$ cat src/rtl/bxd_addr_gen.sv
module bxd_addr_gen #(
  parameter int AW     = 32,
  parameter int RSEL   = 4,
  parameter int DW     = 12,
  parameter int NARROW = 24
) (
  input  logic            clk,
  input  logic            rst_n,
  input  logic            start,
  input  logic            indexed,
  input  logic            mode31,
  input  logic [RSEL-1:0] base_sel,
  input  logic [RSEL-1:0] index_sel,
  input  logic [DW-1:0]   disp,
  output logic [RSEL-1:0] base_rd_addr,
  input  logic [AW-1:0]   base_rd_data,
  output logic [RSEL-1:0] index_rd_addr,
  input  logic [AW-1:0]   index_rd_data,
  output logic [AW-1:0]   ea,
  output logic            ea_valid
);
  localparam int WIDE = AW - 1;

  logic [AW-1:0] base_term, idx_term, sum, trimmed;

  assign base_rd_addr  = base_sel;
  assign index_rd_addr = index_sel;

  assign base_term = (base_sel != '0) ? base_rd_data : '0;
  assign idx_term  = (indexed && index_sel != '0) ? index_rd_data : '0;
  assign sum       = base_term + idx_term + AW'(disp);
  assign trimmed   = mode31 ? {{(AW-WIDE){1'b0}}, sum[WIDE-1:0]}
                            : {{(AW-NARROW){1'b0}}, sum[NARROW-1:0]};

  always_ff @(posedge clk) begin
    if (!rst_n) begin
      ea       <= '0;
      ea_valid <= 1'b0;
    end else begin
      ea_valid <= start;
      if (start) ea <= trimmed;
    end
  end
endmodule

$ cat config.mk
export PLATFORM = sky130hd
export DESIGN_NAME = bxd_addr_gen
export DESIGN_NICKNAME = d
export VERILOG_FILES = /design/src/rtl/bxd_addr_gen.sv
export SDC_FILE = /design/constraint.sdc
export NUM_CORES = 1
export LEC_CHECK = 0
export ABC_AREA = 1
export BUFFER_PORTS_ARGS = -buffer_cell sky130_fd_sc_hd__buf_2
export CAP_MARGIN = 30
export CORE_UTILIZATION = 55
export DETAILED_ROUTE_END_ITERATION = 10
export PLACE_DENSITY = 0.9
export SLEW_MARGIN = 40
export SYNTH_ARGS = -nofsm -noshare
export SYNTH_HDL_FRONTEND = slang
export SYNTH_SLANG_ARGS = --single-unit
$ cat constraint.sdc
create_clock -name clk -period 6.2 [get_ports clk]
set_clock_uncertainty 0.1 [all_clocks]
set_input_delay 0.31 -clock clk [delete_from_list [all_inputs] [get_ports clk]]
set_output_delay 0.31 -clock clk [all_outputs]
set_load 0.01 [all_outputs]
==> metrics.md <==
| Metric | Value |
|---|---|
| Drt wl/cell | 10.6 um |
| PnR worst setup slack | 2.85 ns |
| Layout cells sized above 1 | 0.174 |
| Synth Warn # | 0 |
| Syn nets | 902 |
| Kind of critical path | in -> reg |
| Hold buffer count at cts | 0 |
| Post-Route WL | 10.3 mm |
| Max_cap viols | 0 |
| GRT Util Overall | 0.263 |
| Final nets | 1015 |
| Synth area leader | nand2_1 |
| Final non-filler cell total | 966 |
| Detailed Route Iter0 Violations | 201 |
| Vias | 4588 |
| Seq/Total Area, Yosys | 0.149 |
| DRC viols | 0 |
| Die X | 90.6 um |
| Syn avg cell area | 5.73 sq um |
| Max transition margin | 0.581 |
| Crit path DAT | 3.43 ns |
| Rows | 31 |
| RSZ-0062 raised after global routing | false |
| Top cell type's share of synthesized area | 0.171 |
| H-tree depth | 2 |
| Placed cell count | 958 |
| Remaining antenna violation count after routing | 0 |
| Final setup violation count | 0 |
| P per Cell Area | 179 nW/um^2 |
| Leakage | 3.24 nW |
| Total grt overflow | 0 |
| Cell count after synthesis | 753 |
| Clk slew on worst S/H paths | 0.07 ns |
| Ant diodes | 0 |
| Global-route wire length before repair | 18.2 mm |
| Slew Limit Fails | 0 |
| Largest net degree at the start of global routing | 30 |
| Postcts setup bufs | 0 |
| Hold WC Path Type | in -> reg |
| Peak VDD IR | 0.101 mV |
| Fin Setup TNS | 0 ns |
| Worst Max-Slew Pin Slew | 0.628 ns |
| Seq cells post-synth | 32 |
| GPL Wtd Cong | 0.885 |
| Cts bufs inserted | 5 |
| Area added between synthesis and finish | 17.7% |
| Core footprint | 7410 sq um |
| Startpoint Class | input pin |
| Fmax | 299 MHz |
| Vias in the first global route | 4197 |
| Outcome | completed |
| CTS tree | done |
| I/O pin total | 130 |
| Final Hold Fails | 0 |
| Initial antenna violation count | 0 |
| PostCTS Resize Cnt | 0 |
| Largest cells by area after synthesis | nand2_1 17%, dfxtp_1 15%, inv_1 14%, ha_1 14%, nor2_1 12% |
| Port Buffers | 126 |
| Max FO, Critical Path | 29 |
| Clk buf depth | 2 |
| Final period util | 0.540 |
| Die area | 8200 sq um |
| First drt pass iteration count | 4 |
| Starting Density | 0.582 |
| Syn Std Cell Area | 4310 sq um |
| Sink Count | 32 |
| Crit path time final | 3.35 ns |
| HPWL after detailed placement | 8.76 mm |
| Root buffer cell | clkbuf_8 |
| CP required | 6.28 ns |
| Yosys cell types | 29 |
| Worst Setup End Kind | register |
| Clock Latency Late Sink | 0.28 ns |
| Place WS | 2.57 ns |
| Vias per cell | 4.75 |
| Die height | 90.6 um |
-- power breakdown --
part           internal (W)  switching, W
combinational      0.000178      0.000290
sequential         0.000231     0.0000124
clock              0.000119     0.0000764
total              0.000528      0.000378
-- layout by cell type (no fill, tap or decap) --
cell / Yosys / layout
nand3_1: 53 / 53
clkinvlp_4: 0 / 1
a21oi_1: 26 / 26
nand3b_1: 1 / 1
xnor2_1: 7 / 7
o21ai_1: 2 / 2
clkbuf_8: 0 / 5
nand3_2: 3 / 3
nor2_2: 1 / 1
buf_4: 9 / 2
nand4_1: 5 / 5
nand2_1: 196 / 196
o21ai_0: 17 / 17
inv_1: 164 / 164
nor2_1: 133 / 133
buf_2: 2 / 126
a21oi_2: 2 / 2
fa_1: 13 / 13
nor3_1: 2 / 2
nand2_2: 6 / 6
conb_1: 1 / 1
clkinv_1: 3 / 3
or2_1: 1 / 1
clkinv_2: 0 / 1
dfxtp_1: 32 / 32
xor2_1: 8 / 8
a21o_1: 1 / 1
bufinv_16: 0 / 1
ha_1: 47 / 47
o21bai_1: 4 / 4
nor2_4: 3 / 3
-- per-layer routing --
metal  vias up  global-route usage  share of wire
li1       2473                   -              -
met3         9              0.0278          0.068
met4         0              0.0565         0.0085
met1      1954               0.358           0.48
met2       152               0.447           0.44
met5         -                   0              0
-- registers in the layout (all words and copies together), names as in the netlist --
signal and flops:
ea 31, ea_valid 1
-- layout make-up --
cell class / count / area [sq um]
clock inverters: 3 / 42.5
repair buffers: 128 / 646
well taps: 99 / 124
clock buffers: 5 / 68.8
inverters: 167 / 627
multi-input cells: 532 / 2930
flip-flops and latches: 32 / 641
fillers: 747 / 2330
-- path summary, 6_finish.rpt --
| check | from | to | slack [ns] | cells after the start |
|---|---|---|---|---|
| max | base_sel[1] | ea[15]$_SDFFE_PN0P_ | 2.85 | 18 |
| min | rst_n | ea[0]$_SDFFE_PN0P_ | 0.30 | 3 |
| min reg2reg | ea[28]$_SDFFE_PN0P_ | ea[28]$_SDFFE_PN0P_ | 0.36 | 2 |
| max reg2reg | ea[9]$_SDFFE_PN0P_ | ea[9]$_SDFFE_PN0P_ | 5.39 | 4 |
-- critical path: stages --
cell,delay [ns]
buf_2,0.10
nor2_1,0.09
nand2_1,0.11
inv_1,0.08
buf_4,0.31
nor2_1,0.10
fa_1,0.48
ha_1,0.27
fa_1,0.44
nand3_1,0.11
nand3_1,0.18
a21oi_2,0.25
nor2_1,0.07
nor2_1,0.12
xor2_1,0.21
nand2_1,0.07
nand2_1,0.07
inv_1,0.04
-- synth_stat cells, drive strengths merged --
cell / count
a21o: 1
a21oi: 28
buf: 12
clkbuf: 10
clkinv: 3
conb: 1
dfxtp: 32
fa: 13
ha: 47
inv: 164
nand2: 202
nand3: 56
nand3b: 1
nand4: 5
nor2: 137
nor3: 2
o21ai: 19
o21bai: 4
or2: 1
xnor2: 7
xor2: 8
-- per-stage QoR --
step	instance area [sq um]	util	total power (W)	hold WS (ns)
floorplan	4310	-	0.000576	0.348
global placement	4960	0.670	0.000701	0.350
detailed placement	4960	0.670	0.000710	0.357
CTS	5070	0.685	0.000907	0.293
global route	5070	0.685	0.000984	0.305
finish	5070	0.685	0.000906	0.299
-- kinds of logic after synthesis --
logic type	after synthesis	share of synthesized area
xor gates and xnor gates	15	0.0305
DFF	32	0.149
adders and majority gates	60	0.197
buffers and inverters	189	0.173
AOI/OAI and AO/OA	52	0.0650
other	1	0.000869
and+or+nand+nor	404	0.386
(Power assumes the default switching activity.)
